File: src/rtl/ireg_pkg.sv
package ireg_pkg;
  localparam int LOC_W = 3;

  localparam logic [LOC_W-1:0] LOC_HOLD_LO = 3'd0;
  localparam logic [LOC_W-1:0] LOC_HOLD_HI = 3'd1;
  localparam logic [LOC_W-1:0] LOC_WADDR   = 3'd2;
  localparam logic [LOC_W-1:0] LOC_RADDR   = 3'd3;

  localparam logic [LOC_W-1:0] LOC_DATA_LO = 3'd0;
  localparam logic [LOC_W-1:0] LOC_DATA_HI = 3'd1;
  localparam logic [LOC_W-1:0] LOC_SEQ     = 3'd2;
  localparam logic [LOC_W-1:0] LOC_STATUS  = 3'd3;

  localparam int STAT_W = 16;
endpackage

File: src/rtl/ireg_rst_sync.sv
module ireg_rst_sync (
  input  logic clk,
  input  logic rst_n,
  output logic rst_n_sync
);
  logic [1:0] stage_q;

  // asserts at once, releases on the second clock edge
  always_ff @(posedge clk or negedge rst_n) begin
    if (!rst_n) stage_q <= 2'b00;
    else        stage_q <= {stage_q[0], 1'b1};
  end

  assign rst_n_sync = stage_q[1];
endmodule

File: src/rtl/ireg_host_wr.sv
module ireg_host_wr
  import ireg_pkg::*;
#(
  parameter int DATA_W = 16,
  localparam int HALVES = 2,
  localparam int HOLD_W = DATA_W * HALVES
) (
  input  logic              clk,
  input  logic              rst_n,
  input  logic              host_wr,
  input  logic [LOC_W-1:0]  host_addr,
  input  logic [DATA_W-1:0] host_wdata,
  output logic [HOLD_W-1:0] hold_data,
  output logic [DATA_W-1:0] iaddr,
  output logic              wr_stb,
  output logic              rd_stb
);
  logic wr_hit, rd_hit, addr_en;
  logic [DATA_W-1:0] iaddr_q;
  logic wr_stb_q, rd_stb_q;

  always_comb begin
    wr_hit  = host_wr && (host_addr == LOC_WADDR);
    rd_hit  = host_wr && (host_addr == LOC_RADDR);
    addr_en = wr_hit || rd_hit;
  end

  for (genvar h = 0; h < HALVES; h++) begin : g_half
    logic              half_en;
    logic [DATA_W-1:0] half_q;

    assign half_en = host_wr && (host_addr == LOC_W'(h));

    always_ff @(posedge clk or negedge rst_n) begin
      if (!rst_n)       half_q <= '0;
      else if (half_en) half_q <= host_wdata;
    end

    assign hold_data[h*DATA_W +: DATA_W] = half_q;
  end

  always_ff @(posedge clk or negedge rst_n) begin
    if (!rst_n) begin
      iaddr_q  <= '0;
      wr_stb_q <= 1'b0;
      rd_stb_q <= 1'b0;
    end else begin
      if (addr_en) iaddr_q <= host_wdata;
      wr_stb_q <= wr_hit;
      rd_stb_q <= rd_hit;
    end
  end

  assign iaddr  = iaddr_q;
  assign wr_stb = wr_stb_q;
  assign rd_stb = rd_stb_q;
endmodule

File: src/rtl/ireg_rd_capture.sv
module ireg_rd_capture #(
  parameter int WORD_W = 32
) (
  input  logic              clk,
  input  logic              rst_n,
  input  logic              rd_stb,
  input  logic [WORD_W-1:0] tgt_rdata,
  output logic [WORD_W-1:0] cap_data
);
  logic              cap_en_q;
  logic [WORD_W-1:0] cap_q;

  always_ff @(posedge clk or negedge rst_n) begin
    if (!rst_n) begin
      cap_en_q <= 1'b0;
      cap_q    <= '0;
    end else begin
      cap_en_q <= rd_stb;
      if (cap_en_q) cap_q <= tgt_rdata;
    end
  end

  assign cap_data = cap_q;
endmodule

File: src/rtl/ireg_seq_ptr.sv
module ireg_seq_ptr #(
  parameter int SEQ_DEPTH = 32,
  localparam int PTR_W = $clog2(SEQ_DEPTH)
) (
  input  logic             clk,
  input  logic             rst_n,
  input  logic             step,
  input  logic             out_load,
  input  logic [PTR_W-1:0] seq_last,
  output logic [PTR_W-1:0] ptr,
  output logic             pending
);
  logic [PTR_W-1:0] ptr_q, ptr_d;
  logic             pend_q, pend_d;
  logic             at_last;

  always_comb begin
    at_last = (ptr_q == seq_last) || (ptr_q == PTR_W'(SEQ_DEPTH - 1));
    ptr_d   = ptr_q;
    pend_d  = pend_q;
    if (step) begin
      if (at_last) begin
        ptr_d  = '0;
        pend_d = 1'b0;
      end else begin
        ptr_d  = ptr_q + 1'b1;
      end
    end
    if (out_load) pend_d = 1'b1;
  end

  always_ff @(posedge clk or negedge rst_n) begin
    if (!rst_n) begin
      ptr_q  <= '0;
      pend_q <= 1'b0;
    end else begin
      ptr_q  <= ptr_d;
      pend_q <= pend_d;
    end
  end

  assign ptr     = ptr_q;
  assign pending = pend_q;
endmodule

File: src/rtl/ireg_status_pack.sv
module ireg_status_pack
  import ireg_pkg::*;
#(
  parameter logic [3:0] REV = 4'h6
) (
  input  logic              reset_pin,
  input  logic [3:0]        en_in,
  input  logic              sync_in,
  input  logic              integ_done,
  input  logic              pending,
  output logic [STAT_W-1:0] status
);
  always_comb begin
    status = {4'b0000, ~reset_pin, en_in, sync_in, REV, integ_done, ~pending};
  end
endmodule

File: src/rtl/ireg_bridge.sv
module ireg_bridge
  import ireg_pkg::*;
#(
  parameter int         DATA_W    = 16,
  parameter int         SEQ_DEPTH = 32,
  parameter logic [3:0] REV       = 4'h6,
  localparam int        WORD_W    = 2 * DATA_W,
  localparam int        PTR_W     = $clog2(SEQ_DEPTH)
) (
  input  logic              clk,
  input  logic              rst_n,
  input  logic              host_wr,
  input  logic              host_rd,
  input  logic [LOC_W-1:0]  host_addr,
  input  logic [DATA_W-1:0] host_wdata,
  output logic [DATA_W-1:0] host_rdata,
  output logic [DATA_W-1:0] tgt_addr,
  output logic [WORD_W-1:0] tgt_wdata,
  output logic              tgt_wr_stb,
  output logic              tgt_rd_stb,
  input  logic [WORD_W-1:0] tgt_rdata,
  output logic [PTR_W-1:0]  seq_entry,
  input  logic [PTR_W-1:0]  seq_last,
  input  logic [DATA_W-1:0] out_data,
  input  logic              out_load,
  input  logic              reset_pin,
  input  logic [3:0]        en_in,
  input  logic              sync_in,
  input  logic              integ_done
);
  logic              rst_n_sync;
  logic [WORD_W-1:0] cap_data;
  logic              seq_step;
  logic              seq_pending;
  logic [STAT_W-1:0] status;

  ireg_rst_sync u_rst (
    .clk        (clk),
    .rst_n      (rst_n),
    .rst_n_sync (rst_n_sync)
  );

  ireg_host_wr #(.DATA_W(DATA_W)) u_wr (
    .clk        (clk),
    .rst_n      (rst_n_sync),
    .host_wr    (host_wr),
    .host_addr  (host_addr),
    .host_wdata (host_wdata),
    .hold_data  (tgt_wdata),
    .iaddr      (tgt_addr),
    .wr_stb     (tgt_wr_stb),
    .rd_stb     (tgt_rd_stb)
  );

  ireg_rd_capture #(.WORD_W(WORD_W)) u_cap (
    .clk       (clk),
    .rst_n     (rst_n_sync),
    .rd_stb    (tgt_rd_stb),
    .tgt_rdata (tgt_rdata),
    .cap_data  (cap_data)
  );

  assign seq_step = host_rd && (host_addr == LOC_SEQ);

  ireg_seq_ptr #(.SEQ_DEPTH(SEQ_DEPTH)) u_seq (
    .clk      (clk),
    .rst_n    (rst_n_sync),
    .step     (seq_step),
    .out_load (out_load),
    .seq_last (seq_last),
    .ptr      (seq_entry),
    .pending  (seq_pending)
  );

  ireg_status_pack #(.REV(REV)) u_stat (
    .reset_pin  (reset_pin),
    .en_in      (en_in),
    .sync_in    (sync_in),
    .integ_done (integ_done),
    .pending    (seq_pending),
    .status     (status)
  );

  always_comb begin
    case (host_addr)
      LOC_DATA_LO: host_rdata = cap_data[DATA_W-1:0];
      LOC_DATA_HI: host_rdata = cap_data[WORD_W-1:DATA_W];
      LOC_SEQ:     host_rdata = out_data;
      LOC_STATUS:  host_rdata = DATA_W'(status);
      default:     host_rdata = '0;
    endcase
  end
endmodule

File: config.mk
export PLATFORM = sky130hd
export DESIGN_NAME = ireg_bridge
export DESIGN_NICKNAME = d
export VERILOG_FILES = /design/src/rtl/ireg_pkg.sv /design/src/rtl/ireg_rst_sync.sv /design/src/rtl/ireg_host_wr.sv /design/src/rtl/ireg_rd_capture.sv /design/src/rtl/ireg_seq_ptr.sv /design/src/rtl/ireg_status_pack.sv /design/src/rtl/ireg_bridge.sv
export SDC_FILE = /design/constraint.sdc
export NUM_CORES = 1
export LEC_CHECK = 0
export BUFFER_PORTS_ARGS = -buffer_cell sky130_fd_sc_hd__buf_2
export CAP_MARGIN = 15
export CORE_MARGIN = 4
export CORE_UTILIZATION = 43
export CTS_CLUSTER_SIZE = 12
export DETAILED_ROUTE_END_ITERATION = 7
export GPL_TIMING_DRIVEN = 0
export PLACE_DENSITY = 0.71
export SLEW_MARGIN = 15
export SYNTH_ARGS = -nofsm -noshare
export SYNTH_HDL_FRONTEND = slang
export SYNTH_SLANG_ARGS = --single-unit
export TNS_END_PERCENT = 100
File: constraint.sdc
create_clock -name clk -period 8 [get_ports clk]
set_clock_uncertainty 0.15 [all_clocks]
set_input_delay 1.2 -clock clk [delete_from_list [all_inputs] [get_ports clk]]
set_output_delay 1.2 -clock clk [all_outputs]
set_load 0.005 [all_outputs]
# Word level (Yosys, flattened, before mapping)
# Index checks and enable logic that the tools add are counted.
# Widths: inputs -> output; s select.
[word_totals] reg_bits=91 latchBits=0 mem_bits_rw=0 romBits=0 input_bits=84 output_inout_bits=71 wordCells=34 n_memories=0
[classes] addsub=1 n_mul=0 div=0 magnitude_cmp=0 eq_ne=5 shifts=0 muxes=5 bitwise_logic=2 reduce_logical=11
[ops] op="$pmux 16 s4" count=1
[ops] op="$eq 3x2->1 const B" count=2
[ops] op="$add 5x1->5 const B" count=1
[ops] op="$eq 5x5->1" count=1
[ops] op="$eq 5x5->1 const B" count=1
[ops] op="$logic_and 1x1->1" count=5
[ops] op="$mux 5" count=1
[ops] op="$reduce_bool 2->1" count=2
[ops] op="$eq 3x1->1 const B" count=1
[ops] op="$logic_not 3->1" count=1
[ops] op="$mux 1" count=3
[ops] op="$logic_or 1x1->1" count=2
[ops] op="$not 1->1" count=2
[ops] op="$reduce_and 2->1" count=1

# Depth between registers and ports, before layout
# Gate-level depths: netlist of the first run.
[logic_depth] word_depth=5 depth_mapped=6 ltp_nobuf=6

# Cells and area by module
# Synthesis of the first run repeated with hierarchy kept, for this count alone.
[hier_totals] cells_unflattened=308 area_unflattened_um2=4415.5
[modules_own_cells] module="ireg_host_wr" n_inst=1 cells_each=108 area_each_um2=1893.1 seq_area_each_um2=1251.2
[modules_own_cells] module="ireg_rd_capture" n_inst=1 cells_each=69 area_each_um2=1370.1 seq_area_each_um2=825.8
[modules_own_cells] module="ireg_bridge" n_inst=1 cells_each=59 area_each_um2=520.5 seq_area_each_um2=0.0
[modules_own_cells] module="ireg_seq_ptr" n_inst=1 cells_each=51 area_each_um2=457.9 seq_area_each_um2=150.1
[modules_own_cells] module="ireg_status_pack" n_inst=1 cells_each=18 area_each_um2=120.1 seq_area_each_um2=0.0
[modules_own_cells] module="ireg_rst_sync" n_inst=1 cells_each=3 area_each_um2=53.8 seq_area_each_um2=50.0

# Worst setup path after synthesis of the first run
# No wires, ideal clock.
[synth_timing] kind="input port to output port" startpoint="input host_addr[0]" endpoint="output host_rdata[7]" t_arrival_ps=2232 required_ps=6650 path_slack_ps=4418 stages=4 path_buffers=2 path_cell_list="buf_4 > buf_2 > mux4_2 > nor2b_1"
[synth_between] elab_chain_len=2 elab_cells_between_ends=5 cone_classes="3 x eq/ne; 1 x mux; 1 x reduce/logical"
[synth_lines] element="start, declared" line_no="ireg_bridge.sv:14" text="input logic [LOC_W-1:0] host_addr,"
[synth_lines] element="$eq 3x2->1, or another cell as far along" line_no="ireg_bridge.sv:85" text="case (host_addr)"
[synth_lines] element="$pmux 16 s4 (*)" line_no="ireg_bridge.sv:85"
[synth_lines] element="end, declared" line_no="ireg_bridge.sv:16" text="output logic [DATA_W-1:0] host_rdata,"
# Mark *: on every way between the ends. The rest lies on a longest branch, timed or not.

# Worst setup path after layout of the first run
[layout_timing] startpoint="input host_addr[0]" endpoint="output host_rdata[13]"
# The elaborated chain is that of the path after synthesis.

==> impl_metrics.json, run 1 <==
{
  "synth_most_common_cell": "dfrtp_1",
  "io_buffer_count": 154,
  "worst_setup_path_start_kind": "input pin",
  "yosysWarnings": 0,
  "placed_cell_area_sq_mm": 0.00494,
  "rsz0062_at_grt": "false",
  "ir_worst_vdd_uv": 104,
  "wl_per_cell_um": 16.8,
  "layout-drive-gt1-share": 0.600,
  "synth_cell_type_count": 35,
  "worstSetupEndpointType": "primary output",
  "hold_buffers": 0,
  "syn-num-nets": 365,
  "finalCritPeriodShare": 0.505,
  "setup_viol": 0,
  "drc": 0,
  "drtIter0Drc": 53,
  "async_reset_ff_frac": 1.00,
  "r2r-start": "u_seq.ptr[0]",
  "synth_edf_count": 0,
  "synth_seq_cells": 91,
  "required_ns": 6.65,
  "antenna_cells": 0,
  "vias": 2829,
  "synth_ff_type": "dfrtp_1",
  "avgSynthCellArea_sq_um": 14.4,
  "ios": 155,
  "synth_top_cell_by_area": "dfrtp_1",
  "power_mw": 1.21,
  "syn-instance-count": 279,
  "post-route-util": 0.580,
  "cts_max_level": 3,
  "max_cap_violations": 0,
  "max_freq_ghz": 0.248,
  "relSlewSlack": 0.571,
  "place_congestion": 0.780,
  "final_cell_area_sq_mm": 0.00516,
  "wl_um": 9380,
  "hold_violations": 0,
  "worstMarginPinSlew_ns": 0.644,
  "synth_common_cells": "dfrtp_1, mux2_2, nor2_1",
  "syn_to_final_growth_pct": 28.8,
  "via_per_inst": 5.07,
  "grt.overflow.total": 0,
  "critPathLaunch": "host_addr[0]",
  "power.static_leakage_nw": 2.54,
  "powerDensity_mw_per_mm2": 235,
  "grt_max_degree": 53,
  "grt_pass1_vias": 2989,
  "cts_tree": "done",
  "hpwlAfterDp_um": 7070,
  "worstHoldPathType": "reg -> async",
  "ctsLongestPathBuffers": 2,
  "grt_pass1_wl_um": 15100,
  "fin_crit_ns": 4.04,
  "die_h_um": 105,
  "ys_seq_area_frac": 0.568,
  "r2r-end": "u_seq.ptr[2]",
  "r2r_slack_ns": 6.03,
  "critPathKind": "in -> out",
  "clock_sinks": 91,
  "run_status": "finished, final reports clean",
  "die_w_um": 105,
  "r2r_cells": 6,
  "nets": 531,
  "grtUsageTotal": 0.175,
  "arrival_ns": 2.69,
  "cts_buffers": 9,
  "fill_cells": 746,
  "synth_top_area_frac": 0.568,
  "slew_violations": 0,
  "dieArea_sq_mm": 0.0109,
  "synth_area_leaders": "dfrtp_1, mux2_2, mux4_2, mux2_4, mux2i_1",
  "insertion_delay_ns": 0.35,
  "setup_tns_ns": 0,
  "drt_pass1_iterations": 4,
  "start_util": 0.451,
  "clockRootBuffer": "clkbuf_8",
  "core_sq_mm": 0.00889,
  "clk_pin_slew_ns": 0.10,
  "synth_area_sq_mm": 0.00401,
  "row_count": 34,
  "path_max_fanout": 10,
  "cts_resized": 0,
  "grt_antenna_before_repair": 0,
  "ant_nets": 0,
  "post_cts_buffers": 0,
  "endpoint": "host_rdata[13]"
}
[placed cells by master, fill, tap and decap left out, drive strengths merged]
master,n
buf,168
dfrtp,91
mux2,81
nor2,17
clkbuf,11
inv,11
mux4,8
nor2b,8
a21oi,8
mux2i,7
nand2,7
xnor2,5
o21ai,3
o31ai,3
nor3,2
nand3,2
ha,2
or2,2
nor3b,2
clkinv,2
nand2b,1
a211oi,1
o22ai,1
and3,1
nor4b,1
nand4bb,1
o211ai,1
o311ai,1
bufinv,1
conb,1
[per-layer routing]
metal,part of all wire,GRT usage,vias up,wire (um)
li1,-,-,1319,-
met1,0.43,0.218,1395,4020
met2,0.49,0.295,101,4570
met3,0.067,0.0441,14,626
met4,0.017,0.0617,0,162
met5,0,0,-,0
[where the power goes]
part / total, mW / switching (mW) / internal (mW)
Combinational: 0.270 / 0.106 / 0.165
Clock: 0.329 / 0.176 / 0.153
Sequential: 0.611 / 0.0578 / 0.553
[stage by stage]
stage          worst slack (ns)  hold WS [ns]  instances
5_1_grt                    3.75         0.215        558
4_1_cts                    3.92         0.187        558
2_1_floorplan              4.42         0.181        279
3_3_place_gp               3.95         0.187        541
3_5_place_dp               3.92         0.176        542
6_report                   3.96         0.163        558
[worst min-delay path by stage]
stage | startpoint | end | slack (ns) | depth (start not counted)
2_1_floorplan | u_rst.stage_q[0] | u_rst.stage_q[1] | 0.18 | 0
3_3_place_gp | u_rst.stage_q[0] | u_rst.stage_q[1] | 0.19 | 0
3_5_place_dp | u_rst.stage_q[1] | u_wr.g_half[0].half_q[0] | 0.18 | 0
4_1_cts | u_rst.stage_q[1] | u_wr.iaddr[1] | 0.19 | 0
5_1_grt | u_rst.stage_q[1] | u_wr.iaddr[1] | 0.21 | 0
6_report | u_rst.stage_q[1] | u_wr.iaddr[1] | 0.16 | 0
[state kept, by name (all words and copies together) (netlist names)]
signal              flops
u_seq.pending           1
u_wr.iaddr             16
u_wr.g_half.half_q     32
u_rst.stage_q           2
u_wr.wr_stb             1
u_cap.cap_en_q          1
u_seq.ptr               5
u_wr.rd_stb             1
u_cap.cap_data         32
[critical path: stages]
cell     delay [ns]
buf_2          0.09
buf_4          0.22
buf_2          0.27
inv_1          0.10
nor2_1         0.40
a21oi_1        0.13
nor2_1         0.12
buf_2          0.13
[cells by family (layout without fill, tap and decap cells)]
group | after synthesis | in the layout | share of synthesized area
xor+xnor | 5 | 5 | 0.0109
compound gates | 18 | 18 | 0.0269
flops | 91 | 91 | 0.568
mux | 96 | 96 | 0.295
simple gates | 44 | 44 | 0.0615
buf+inv | 22 | 193 | 0.0303
fa+ha+maj | 2 | 2 | 0.00625
other cells | 1 | 1 | 0.000936
[layout make-up]
| class | instances | area [sq um] | area share |
|---|---|---|---|
| multi-input combinational | 166 | 1610 | 0.312 |
| tap | 108 | 135 | 0.0262 |
| timing repair buffer | 155 | 798 | 0.155 |
| clock inverter | 7 | 92.6 | 0.0179 |
| buffer | 15 | 95.1 | 0.0184 |
| sequential | 91 | 2280 | 0.442 |
| inverter | 7 | 26.3 | 0.00509 |
| clock buffer | 9 | 124 | 0.0240 |
(Power assumes the default switching activity.)
==> inputs of run 2 (changes only) <==
==> constraint.sdc (replaced) <==
create_clock -name clk -period 3.8 [get_ports clk]
set_clock_uncertainty 0.15 [all_clocks]
set_input_delay 0.57 -clock clk [delete_from_list [all_inputs] [get_ports clk]]
set_output_delay 0.57 -clock clk [all_outputs]
set_load 0.005 [all_outputs]
==> run 2 against run 1 <==
- clock power up 110%
- first-iteration DRC count down 5.7%
- via count up 0.32%
- worst setup slack worse by 2.9 ns
- cell count up 0.18%
- sequential power up 110%
- register-to-register slack worse by 4.2 ns
- cell area up 0.19%
- global-route usage about the same
- combinational power up 110%
- critical path depth unchanged
- critical path type unchanged
- critical endpoint unchanged
==> impl_metrics.json, run 2 (synthesis results as in run 1) <==
{
  "layout-drive-gt1-share": 0.599,
  "fill_cells": 745,
  "antenna_cells": 0,
  "ctsLongestPathBuffers": 2,
  "crit_slowest_cell": "nor2_1",
  "post-route-util": 0.581,
  "cts_resized": 0,
  "grt_max_degree": 53,
  "rsz0062_at_grt": "false",
  "grt_pass1_vias": 2997,
  "clock_sinks": 91,
  "start_util": 0.451,
  "p_comb_frac": 0.224,
  "swShare": 0.280,
  "wl_per_cell_um": 16.8,
  "cts_tree": "done",
  "dieArea_sq_mm": 0.0109,
  "setup_viol": 0,
  "crit_family": "buffers and inverters",
  "wl_um": 9380,
  "power_mw": 2.55,
  "powerDensity_mw_per_mm2": 493,
  "slew_violations": 0,
  "core_sq_mm": 0.00889,
  "path_max_fanout": 10,
  "worstMarginPinSlew_ns": 0.644,
  "required_ns": 3.08,
  "critPathKind": "in -> out",
  "final_common_cell": "buf_2",
  "insertion_delay_ns": 0.35,
  "max_cap_violations": 0,
  "fin_crit_ns": 2.78,
  "cts_max_level": 3,
  "grt_pass1_wl_um": 15100,
  "grt_antenna_before_repair": 0,
  "pwr-share-clk": 0.271,
  "clockRootBuffer": "clkbuf_8",
  "post_cts_buffers": 0,
  "layout_common_cells": "buf_2, dfrtp_1, mux2_2",
  "die_w_um": 105,
  "worstHoldPathType": "reg -> async",
  "hold_buffers": 1,
  "syn_to_final_growth_pct": 29.0,
  "run_status": "finished, final reports clean",
  "finalCritPeriodShare": 0.731,
  "p_sw_mw": 0.715,
  "power.static_leakage_nw": 2.54,
  "via_per_inst": 5.08,
  "holdWs_ns": 0.162,
  "p_seq_frac": 0.505,
  "cpMostUsedCell": "buf_2",
  "hold_violations": 0,
  "grt.overflow.total": 0,
  "nets": 532,
  "drt_pass1_iterations": 4,
  "arrival_ns": 2.06,
  "ant_nets": 0,
  "worstPathCellList": "buf_2 > buf_4 > buf_2 > inv_1 > nor2_1 > a21oi_1 > nor2_1 > buf_2",
  "drc": 0,
  "clk_pin_slew_ns": 0.10,
  "relSlewSlack": 0.571,
  "max_stage_delay_ns": 0.40,
  "worstSetupEndpointType": "primary output",
  "final_cell_area_sq_mm": 0.00517,
  "max_freq_ghz": 0.360,
  "r2r_slack_ns": 1.83,
  "die_h_um": 105,
  "row_count": 34,
  "io_buffer_count": 154,
  "hpwlAfterDp_um": 7070,
  "ir_worst_vdd_uv": 218,
  "grtUsageTotal": 0.175,
  "setup_tns_ns": 0,
  "p_int_mw": 1.83,
  "cts_buffers": 9,
  "path_buf_inv": 5,
  "worst_setup_path_start_kind": "input pin",
  "ios": 155,
  "placed_cell_area_sq_mm": 0.00494,
  "drtIter0Drc": 50,
  "place_congestion": 0.780,
  "vias": 2838
}
run 2: changes by cell type in the layout (fill, tap and decap cells not counted):
| cell | change |
|---|---|
| dlygate4sd3_1 | +1 |
run 2: through the flow:
stage / instances / setup slack [ns]
3_5_place_dp: 542 / 0.983
2_1_floorplan: 279 / 0.928
4_1_cts: 559 / 0.976
5_1_grt: 559 / 0.809
6_report: 559 / 1.02
3_3_place_gp: 541 / -0.0406
run 2: final timing paths:
kind | start | to | cells after the start
max | host_addr[0] | host_rdata[13] | 8
min | u_rst.stage_q[1] | u_wr.iaddr[1] | 0
max reg2reg | u_seq.ptr[0] | u_seq.ptr[2] | 6
min reg2reg | u_rst.stage_q[1] | u_wr.iaddr[1] | 0
max in group asynchronous | u_rst.stage_q[1] | u_wr.rd_stb | 1
min in group clk | u_rst.stage_q[0] | u_rst.stage_q[1] | 0
run 2: cell type report:
type	count	area, sq um	share of cell area
well taps	108	135	0.0261
flip-flops and latches	91	2280	0.441
clock inverters	7	92.6	0.0179
repair buffers	156	808	0.156
multi-input cells	166	1610	0.311
plain buffers	15	95.1	0.0184
clock buffers	9	124	0.0240
inverters	7	26.3	0.00508
run 2: metal layers:
layer  track usage  vias up  wire length, um
li1              -     1321                -
met1         0.218     1402             4050
met2         0.296      101             4560
met3        0.0435       14              613
met4        0.0617        0              162
met5             0        -                0
run 2: power by group through the flow:
stage	sequential (mW)	clock (mW)	combinational, mW
2_1_floorplan	1.30	0	0.308
3_3_place_gp	1.31	0	0.548
3_5_place_dp	1.31	0	0.580
4_1_cts	1.29	0.712	0.582
5_1_grt	1.32	0.750	0.633
6_report	1.29	0.692	0.570
run 2: worst reg2reg max path, delay by kind of cell (launching register included):
family / cells / cell delay (ns)
flops: 1 / 0.46
buf+inv: 1 / 0.07
compound gates: 2 / 0.53
simple gates: 1 / 0.19
fa+ha+maj: 2 / 0.45
==> inputs of run 3 (changes only) <==
--- a/config.mk
+++ b/config.mk
@@ -5,6 +5,7 @@
 export SDC_FILE = /design/constraint.sdc
 export NUM_CORES = 1
 export LEC_CHECK = 0
+export ABC_AREA = 1
 export BUFFER_PORTS_ARGS = -buffer_cell sky130_fd_sc_hd__buf_2
 export CAP_MARGIN = 15
 export CORE_MARGIN = 4
@@ -12,7 +13,7 @@
 export CTS_CLUSTER_SIZE = 12
 export DETAILED_ROUTE_END_ITERATION = 7
 export GPL_TIMING_DRIVEN = 0
-export PLACE_DENSITY = 0.71
+export PLACE_DENSITY = 0.74
 export SLEW_MARGIN = 15
 export SYNTH_ARGS = -nofsm -noshare
 export SYNTH_HDL_FRONTEND = slang
==> constraint.sdc (replaced) <==
create_clock -name clk -period 2.4 [get_ports clk]
set_clock_uncertainty 0.15 [all_clocks]
set_input_delay 0.36 -clock clk [delete_from_list [all_inputs] [get_ports clk]]
set_output_delay 0.36 -clock clk [all_outputs]
set_load 0.005 [all_outputs]
==> run 3 against run 2 <==
- synthesized cell count up 51%
- core utilization down 0.92 points
- count of clock-buffer cells in the layout up 1
- via count up 22%
- cell count up 25%
- die area down 3.2%
- sequential power up 57%
- worst setup slack worse by 0.75 ns
- highest routed layer unchanged
- flip-flop and latch count unchanged
- non-clock buffer count up 2
- synthesized area down 3.5%
- clock power up 35%
==> impl_metrics.json, run 3 <==
{
  "fin_crit_ns": 2.12,
  "arrival_ns": 1.61,
  "yosysWarnings": 0,
  "post-route-util": 0.572,
  "placed_cell_area_sq_mm": 0.00480,
  "core_sq_mm": 0.00872,
  "drt_pass1_iterations": 4,
  "synth_area_leaders": "dfrtp_1, nand2_1, o21ai_0, inv_1, mux2_2",
  "synth_common_cells": "nand2_1, dfrtp_1, inv_1, o21ai_0, nor2_1",
  "dieArea_sq_mm": 0.0106,
  "drc": 0,
  "layout-drive-gt1-share": 0.348,
  "fill_cells": 790,
  "setup_viol": 0,
  "rsz0062_at_grt": "false",
  "powerDensity_mw_per_mm2": 761,
  "post_cts_buffers": 0,
  "layout.cells.non_filler": 700,
  "hpwlAfterDp_um": 8070,
  "grt-busiest-layer": "met2",
  "synth_edf_count": 0,
  "cts_tree": "done",
  "r2r_cells": 9,
  "slew_violations": 0,
  "required_ns": 1.89,
  "gr-usage-met2": 0.352,
  "multi_input_area_sq_mm": 0.00128,
  "wl_per_cell_um": 14.9,
  "cts_resized": 0,
  "grt_pass1_wl_um": 17000,
  "clock_sinks": 91,
  "use_met3": 0.0419,
  "ctsLongestPathBuffers": 2,
  "syn-num-nets": 506,
  "worst_setup_path_start_kind": "input pin",
  "row_count": 34,
  "synth_cell_type_count": 29,
  "place_inst": 683,
  "synth_seq_cells": 91,
  "cts_max_level": 3,
  "die_h_um": 103,
  "yosys-mux-area-fraction": 0.0291,
  "synth_fa_ha_area_frac": 0.00647,
  "antenna_cells": 0,
  "grtUsageTotal": 0.207,
  "worstHoldPathType": "in -> reg",
  "final_cell_area_sq_mm": 0.00499,
  "regArea_sq_mm": 0.00228,
  "async_reset_ff_frac": 1.00,
  "power_mw": 3.80,
  "path_max_fanout": 10,
  "cts_buffers": 9,
  "nets": 673,
  "r2r-end": "u_seq.pending",
  "r2r-start": "u_seq.ptr[0]",
  "final_common_cell": "buf_2",
  "synth_most_common_cell": "nand2_1",
  "io_buffer_count": 154,
  "run_status": "finished, final reports clean",
  "r2r_slack_ns": 0.82,
  "power.static_leakage_nw": 2.65,
  "avgSynthCellArea_sq_um": 9.21,
  "setup_tns_ns": 0,
  "syn_to_final_growth_pct": 29.1,
  "drtIter0Drc": 82,
  "grt_antenna_before_repair": 0,
  "ant_nets": 0,
  "hold_buffers": 1,
  "clk_pin_slew_ns": 0.09,
  "hold_violations": 0,
  "synth_xor_area_frac": 0.00227,
  "grt_max_degree": 55,
  "ys_seq_area_frac": 0.589,
  "grt_pass1_vias": 3572,
  "grt.overflow.total": 0,
  "wl_um": 10400,
  "synth_ff_type": "dfrtp_1",
  "synth-simple-area-share": 0.148,
  "synth_compound_area_frac": 0.143,
  "vias": 3470,
  "met1_usage": 0.271,
  "clockRootBuffer": "clkbuf_8",
  "start_util": 0.443,
  "via_per_inst": 4.96,
  "layout_common_cells": "buf_2, nand2_1, dfrtp_1",
  "ir_worst_vdd_uv": 428,
  "synth_top_cell_by_area": "dfrtp_1",
  "holdWs_ns": 0.0575,
  "die_w_um": 103,
  "worstSetupEndpointType": "primary output",
  "endpoint": "host_rdata[10]",
  "syn-instance-count": 420,
  "place_ws_ns": 0.291,
  "synth_top_area_frac": 0.589,
  "insertion_delay_ns": 0.35,
  "place_congestion": 0.807,
  "finalCritPeriodShare": 0.884,
  "critPathKind": "in -> out",
  "max_freq_ghz": 0.471,
  "ios": 155,
  "synth_area_sq_mm": 0.00387,
  "synth_top_family_by_area": "simple AND/OR/NAND/NOR gates",
  "critPathLaunch": "host_addr[2]",
  "max_cap_violations": 0,
  "finalWorstSetupSlack_ns": 0.278
}
==> run 3: cell count changes after synthesis, moves of 5 or more <==
cell,before,now
nand2_1,7,110
mux2_2,72,10
inv_1,7,56
o21ai_0,3,48
a21oi_1,8,20
o21ai_1,0,9
mux4_2,8,0
nor2b_1,8,0
o2111ai_1,0,8
o221ai_1,0,8
mux2i_1,7,0
buf_2,4,10
mux2_4,5,0
xnor2_1,5,0
==> run 3: cell families (layout without fill, tap and decap cells) <==
| group | after synthesis | in the layout |
|---|---|---|
| flip-flops | 91 | 91 |
| adder cells (fa/ha/maj) | 2 | 2 |
| XOR/XNOR | 1 | 1 |
| buffers and inverters | 77 | 249 |
| AO/OA/AOI/OAI | 96 | 96 |
| AND/OR/NAND/NOR | 142 | 142 |
| multiplexers | 10 | 10 |
| other | 1 | 1 |
==> run 3: power by group <==
group	total [mW]	internal [mW]	switching [mW]
sequential	2.03	1.84	0.190
clock	0.933	0.386	0.547
combinational	0.837	0.402	0.435
==> run 3: layout make-up <==
class,count,share of cell area
multi-input cells,252,0.256
inverters,60,0.0454
repair buffers,156,0.162
flip-flops and latches,91,0.457
clock inverters,6,0.0100
well taps,108,0.0271
clock buffers,10,0.0256
plain buffers,17,0.0170
==> run 3: how the worst min path moves through the flow <==
stage,startpoint,cells past startpoint,endpoint
finish,out_load,3,u_seq.pending
global route,out_load,3,u_seq.pending
CTS,out_load,3,u_seq.pending
detailed placement,rst_n,1,u_rst.stage_q[0]
global placement,rst_n,1,u_rst.stage_q[0]
floorplan,rst_n,0,u_rst.stage_q[0]
==> run 3: critical path, cell delays in order <==
cell	delay, ns
buf_2	0.12
nor2_2	0.13
nand2_2	0.15
inv_1	0.22
buf_2	0.26
nand2_1	0.08
o2111ai_1	0.12
buf_2	0.16
==> run 3: routing by layer <==
layer | part of all wire | up-vias
li1 | - | 1675
met5 | 0 | -
met1 | 0.42 | 1688
met4 | 0.013 | 0
met3 | 0.061 | 10
met2 | 0.51 | 97
